File: config.mk
export PLATFORM = sky130hd
export DESIGN_NAME = alarm_status_reg
export DESIGN_NICKNAME = d
export VERILOG_FILES = /design/src/rtl/alarm_status_pkg.sv /design/src/rtl/sticky_flag_cell.sv /design/src/rtl/status_read_port.sv /design/src/rtl/alarm_status_reg.sv
export SDC_FILE = /design/constraint.sdc
export NUM_CORES = 1
export LEC_CHECK = 0
export BUFFER_PORTS_ARGS = -buffer_cell sky130_fd_sc_hd__buf_2
export CAP_MARGIN = 10
export CORE_AREA = 2 2 39 41
export CTS_BUF_LIST = sky130_fd_sc_hd__clkbuf_4 sky130_fd_sc_hd__clkbuf_8 sky130_fd_sc_hd__clkbuf_16
export DETAILED_ROUTE_END_ITERATION = 8
export DIE_AREA = 0 0 41 43
export GPL_ROUTABILITY_DRIVEN = 1
export MAX_ROUTING_LAYER = met4
export PLACE_DENSITY_LB_ADDON = 0.15
export SLEW_MARGIN = 5
export SYNTH_ARGS = -nofsm -noshare
export SYNTH_HDL_FRONTEND = slang
export SYNTH_SLANG_ARGS = --single-unit
File: constraint.sdc
create_clock -name clk -period 2.05 [get_ports clk]
set_input_delay 0.41 -clock clk [delete_from_list [all_inputs] [get_ports clk]]
set_output_delay 0.41 -clock clk [all_outputs]
set_load 0.02 [all_outputs]
File: src/rtl/alarm_status_pkg.sv
// Package: shared widths and byte layout of the alarm status register.
// Assumes the fault vector is ordered with the highest byte position first.
package alarm_status_pkg;
    localparam int NUM_FAULTS = 5;
    localparam int BYTE_W     = 8;
    localparam int BUSY_POS   = 7;
    localparam int FLAG_LSB   = 2;
    localparam int RSVD_W     = FLAG_LSB;

    typedef logic [NUM_FAULTS-1:0] fault_vec_t;
    typedef logic [BYTE_W-1:0]     status_byte_t;

    // Assemble the status byte from the live busy bit and the sticky flags.
    function automatic status_byte_t pack_status(input logic busy, input fault_vec_t flags);
        status_byte_t b;
        b = '0;
        b[BUSY_POS] = busy;
        b[FLAG_LSB +: NUM_FAULTS] = flags;
        return b;
    endfunction
endpackage

File: src/rtl/sticky_flag_cell.sv
// Module: sticky_flag_cell
// One sticky alarm flag. A high fault level sets it. A read clears it only
// when the fault level is low in that cycle, so set wins over clear.
// Assumes rd_clr is a single-cycle strobe synchronous to clk.
module sticky_flag_cell (
    input  logic clk,
    input  logic rst_n,
    input  logic fault_lvl,
    input  logic rd_clr,
    output logic flag_q
);
    // Flag register: set by the fault, cleared by a read, reset to zero.
    always_ff @(posedge clk) begin
        if (!rst_n)
            flag_q <= 1'b0;
        else if (fault_lvl)
            flag_q <= 1'b1;
        else if (rd_clr)
            flag_q <= 1'b0;
    end

    // without a read, a set flag stays set
    a_r4_sticky_hold: assert property (@(posedge clk) disable iff (!rst_n)
        (flag_q && !rd_clr) |=> flag_q);
    // a present fault always leaves the flag set
    a_r7_set_wins: assert property (@(posedge clk) disable iff (!rst_n)
        fault_lvl |=> flag_q);
    // a read with the fault gone clears the flag
    a_r6_read_clears: assert property (@(posedge clk) disable iff (!rst_n)
        (rd_clr && !fault_lvl) |=> !flag_q);
endmodule

File: src/rtl/status_read_port.sv
// Module: status_read_port
// Captures the status byte on a read strobe and holds it until the next one.
// Assumes the flags presented are the values before this cycle's clear.
module status_read_port
    import alarm_status_pkg::*;
(
    input  logic         clk,
    input  logic         rst_n,
    input  logic         rd_stb,
    input  logic         busy,
    input  fault_vec_t   flags,
    output status_byte_t rd_data
);
    // Read data register: load on a strobe, else hold.
    always_ff @(posedge clk) begin
        if (!rst_n)
            rd_data <= '0;
        else if (rd_stb)
            rd_data <= pack_status(busy, flags);
    end

    // the byte carries the pre-clear flags of the read cycle
    a_r5_capture: assert property (@(posedge clk) disable iff (!rst_n)
        rd_stb |=> (rd_data[FLAG_LSB +: NUM_FAULTS] == $past(flags)));
    // output holds between reads
    a_r5_hold: assert property (@(posedge clk) disable iff (!rst_n)
        !rd_stb |=> $stable(rd_data));
    // bit 7 follows the live busy input of the read cycle
    a_r8_busy_live: assert property (@(posedge clk) disable iff (!rst_n)
        rd_stb |=> (rd_data[BUSY_POS] == $past(busy)));
endmodule

File: src/rtl/alarm_status_reg.sv
// Module: alarm_status_reg (top)
// Status byte with sticky alarm flags, clear-on-read and a live busy bit.
// Assumes fault inputs are levels already synchronous to clk.
module alarm_status_reg
    import alarm_status_pkg::*;
(
    input  logic                  clk,
    input  logic                  rst_n,
    input  logic                  conv_busy_i,
    input  logic [NUM_FAULTS-1:0] fault_lvl_i,
    input  logic                  rd_stb_i,
    output logic [BYTE_W-1:0]     rd_data_o
);
    fault_vec_t flags;

    // One sticky cell per fault input.
    for (genvar g = 0; g < NUM_FAULTS; g++) begin : g_flag
        sticky_flag_cell u_cell (
            .clk       (clk),
            .rst_n     (rst_n),
            .fault_lvl (fault_lvl_i[g]),
            .rd_clr    (rd_stb_i),
            .flag_q    (flags[g])
        );
    end

    status_read_port u_rd (
        .clk     (clk),
        .rst_n   (rst_n),
        .rd_stb  (rd_stb_i),
        .busy    (conv_busy_i),
        .flags   (flags),
        .rd_data (rd_data_o)
    );

    // the cycle after reset, no flag is set
    a_r9_reset_clears: assert property (@(posedge clk)
        !rst_n |=> (flags == '0));
endmodule

Yosys cells after proc, flatten, opt, wreduce, memory -nomap -nowiden
Index checks and enable logic that the tools add are counted.

word-level totals
  RAM bits = 0
  output and inout bits = 8
  memories kept = 0
  bits in latches = 0
  register bits = 11
  bits in read-only memories = 0
  word-level logic and storage cells = 17

cells by class
  bitwise logic cells = 0
  order comparisons = 0
  add/subtract/negate cells = 0
  eq/ne operators = 0
  reductions and logical operators = 5
  div/mod/pow operators = 0
  multiplexer cells = 6
  multipliers = 0
  shift operators = 0

operator list
  kind                count
  2-bit nonzero test  5
  1-bit 2-to-1 mux    6

Depth between registers and ports, before layout
  depth in word-level cells = 2
  gate-level depth with buffers = 3
  mapped depth without buffers = 2

By module
From an unflattened synthesis, not the netlist that was laid out.

unflattened totals
  cells, all modules = 37
  area total of the unflattened synthesis = 454.2 µm²

modules (own cells, without submodules)
  module            area each (µm²)  instances  cells an instance
  status_read_port  247.7            1          22
  sticky_flag_cell  41.3             5          3

Worst setup path after synthesis
Ideal clock, no wire load.

  path type = input port to flip-flop
  from = in rd_stb_i
  to = reg u_rd.rd_data[7]
  arrival time = 0.751 ns
  slack = 1.183 ns
  buffers on the path = 1
  library setup time = 0.116 ns
  stages = 3
  data required time = 1.934 ns
  cell sequence = buf_6 mux2i_1 nor2b_1

RTL lines
  element               line                    RTL
  start, declared       alarm_status_reg.sv:11  input logic rd_stb_i,
  end signal, assigned  status_read_port.sv:19  rd_data <= pack_status(busy, flags);
  end, declared         status_read_port.sv:12  output status_byte_t rd_data

Worst setup path after layout
  from = reg u_rd.rd_data[6]
  to = out rd_data_o[6]

RTL lines
  element        line                    RTL
  end, declared  alarm_status_reg.sv:12  output logic [BYTE_W-1:0] rd_data_o

No word-level cell between the ends.

==> results.md <==
| Group | Item | Value |
|---|---|---|
| worst setup path | CP top delay family | flip-flops |
| clocking | Htree depth | 1 |
| synth | Gate count of the mapped netlist | 38 |
| sta | Final-report hold violation count | 0 |
| clocking | Clock tree from TritonCTS | yes |
| worst setup path | Critical path required time | 1640 ps |
| global route | Vias in the first global route | 278 |
| clocking | TritonCTS Buffers | 3 |
| synth | Post-synthesis sequential element count | 11 |
| placed design | Routability-driven placement congestion ratio | 0.646 |
| clocking | Count of hold buffers inserted by post-cts repair | 0 |
| global route | Overall fraction of global-route tracks in use | 0.102 |
| synth | Distinct cell type count after synthesis | 8 |
| worst setup path | Largest fanout on the critical path | 2 |
| worst setup path | Type of element capturing the critical path | primary output |
| worst setup path | Number of buffer and inverter stages on the critical path | 1 |
| cells and area | Post-layout net count | 63 |
| route | Number of design rule violations left after detail routing | 0 |
| worst setup path | Setup crit end | rd_data_o[6] |
| cells and area | Synthesis-to-layout area growth | 22.0% |
| placed design | Total half-perimeter wirelength after legalization and detailed placement | 476 um |
| sta | Final Max Tran Viols | 0 |
| worst setup path | Crit path launch | u_rd.rd_data[6] |
| sta | Final critical-path share of the clock period | 0.565 |
| worst setup path | Delay of the slowest cell on the worst path | 330 ps |
| worst setup path | CP Depth | 1 |
| route | Total Routed Length | 615 um |
| worst setup path | Startpoint of the worst-slack reg-to-reg timing path | g_flag[1].u_cell.flag_q |
| sta | Setup repair after global routing missed its margin | no |
| route | Router iterations before antenna repair | 2 |
| synth | Mean instance size in the synthesized netlist | 11.1 um^2 |
| pwr | Power density over the cells | 848 mW/mm^2 |
| synth | Synth Cell Area | 422 um^2 |
| worst setup path | Crit path DAT | 750 ps |
| route | Number of vias after detailed routing | 283 |
| sta | Sum of negative setup slack | 0 ps |
| sta | Maximum clock frequency | 0.863 GHz |
| sta | Worst clock skew | 0.349 ps |
| clocking | CTS clock-pin slew for the worst setup and hold paths | 70 ps |
| worst setup path | CP cell instances | buf_2 |
| pwr | Highest ir drop seen on vdd | 0.316 mV |
| worst setup path | CP max-delay cell | sky130_fd_sc_hd__dfxtp_1 |
| sta | Setup-failing EPs final | 0 |
| route | Final routed wire length divided by cell count | 8.91 um |
| clocking | Post-CTS repair timing setup buffer count | 0 |
| floorplan | Floorplan row count | 14 |
| placed design | Port buffer count | 14 |
| global route | Global-route wire length before repair | 1080 um |
| floorplan | Placeable Area | 0.00138 mm^2 |
| job | Max cap viols | 0 |
| floorplan | Initial core utilization | 0.305 |
| route | First DRT Iteration DRCs | 6 |
| worst setup path | Category of the critical setup timing path | reg -> out |
| sta | Clock period minus worst slack | 1160 ps |
| floorplan | I/O pin count | 17 |
| sta | Final worst hold slack | 353 ps |
| worst setup path | Endpoint of the most critical register-to-register path | g_flag[1].u_cell.flag_q |
| clocking | CTS resizes | 0 |
| pwr | Static leakage | 0.245 nW |
| hold path | Type of the tightest min-delay check | in -> reg |
| clocking | Clock Sinks | 11 |
| clocking | Clock tree root buffer cell | sky130_fd_sc_hd__clkbuf_4 |
| synth | Total of warnings raised by yosys | 0 |
| floorplan | Vertical extent of the die | 43 um |
| global route | Initial antenna violation count | 0 |
| status | Status | completed |
| worst setup path | Type of origin of the critical path | flip-flop |
| clocking | Buffer levels on the longest clock path | 2 |
| synth | Sequential fraction of the synthesis area | 0.522 |
| clocking | Clk Latency, worst-skew pair | 260 ps |
| route | Number of nets with antenna violations after detailed routing | 0 |
| hold path | Hold_sp | fault_lvl_i[3] |
| global route | Grt ovf | 0 |
| worst setup path | Worst setup slack for register-to-register paths | 1350 ps |
| floorplan | DIE AREA | 0.00176 mm^2 |
| cells and area | Ant diodes | 0 |
| cells and area | Most common cell after layout, fill and taps aside | sky130_fd_sc_hd__buf_2 |
| cells and area | Commonest cells after routing, fill and taps aside | sky130_fd_sc_hd__buf_2, sky130_fd_sc_hd__nor2b_1, sky130_fd_sc_hd__dfxtp_1 |
| route | Via density per instance | 4.10 |
| floorplan | Die W | 41 um |
| global route | Largest net degree at the start of global routing | 12 |
| worst setup path | Number of cells on the worst reg-to-reg path | 2 |
| cells and area | Fraction of final layout cells sized beyond drive strength 1 | 0.340 |
## per-stage QoR
| step | total power [mW] | instances | setup slack (ps) | utilization | cell area [um^2] |
|---|---|---|---|---|---|
| finish | 0.436 | 69 | 891 | 0.372 | 514 |
| global route | 0.468 | 69 | 840 | 0.372 | 514 |
| CTS | 0.443 | 69 | 875 | 0.372 | 514 |
| detailed placement | 0.286 | 65 | 997 | 0.350 | 484 |
| global placement | 0.286 | 65 | 997 | 0.350 | 484 |
| floorplan | 0.274 | 39 | 1180 | - | 425 |
## cells by family (layout without fill, tap and decap cells)
group / Yosys count / in the layout / share of synthesized area
simple gates: 11 / 11 / 0.163
other cells: 1 / 2 / 0.00889
mux: 6 / 6 / 0.142
buf+inv: 4 / 18 / 0.0742
flops: 11 / 11 / 0.522
compound gates: 5 / 5 / 0.0890
## area by class of cell
cell class	instances	area, um^2
Tap cell	16	20.0
Multi-Input combinational cell	24	174
Sequential cell	11	220
Fill cell	149	870
Timing Repair Buffer	14	70.1
Clock buffer	4	30.0
## where the power goes
part / leakage, nW / internal (mW) / switching, mW
registers: 0.0910 / 0.226 / 0.00467
logic: 0.136 / 0.0235 / 0.0260
clock network: 0.0184 / 0.0884 / 0.0678
total: 0.245 / 0.338 / 0.0984
## synth_stat cells
cell type	count	area, um^2
sky130_fd_sc_hd__dfxtp_1	11	220
sky130_fd_sc_hd__nor2b_1	11	68.8
sky130_fd_sc_hd__mux2i_1	6	60.1
sky130_fd_sc_hd__o21a_1	5	37.5
sky130_fd_sc_hd__buf_4	2	15.0
sky130_fd_sc_hd__buf_2	1	5.00
sky130_fd_sc_hd__buf_6	1	11.3
sky130_fd_sc_hd__conb_1	1	3.75
## flip-flops by register name, summed over array words and instances, names as in the netlist
register / cells
g_flag.u_cell.flag_q: 5
u_rd.rd_data: 6
## worst min-delay path by stage
stage | endpoint | slack [ps] | cells after the start
2_1_floorplan | u_rd.rd_data[2] | 480 | 2
3_3_place_gp | u_rd.rd_data[4] | 490 | 2
3_5_place_dp | u_rd.rd_data[2] | 500 | 2
4_1_cts | g_flag[3].u_cell.flag_q | 350 | 2
5_1_grt | g_flag[3].u_cell.flag_q | 350 | 2
6_report | g_flag[3].u_cell.flag_q | 350 | 2
## per-layer routing
layer  GRT usage  up-vias  wire (um)
li1            -      148          -
met1       0.122      126        294
met2       0.125        9        271
met3      0.0314        0         48
met4       0.100        0          0
met5           -        -          0
Note: power is estimated with default switching activity, not from simulation.
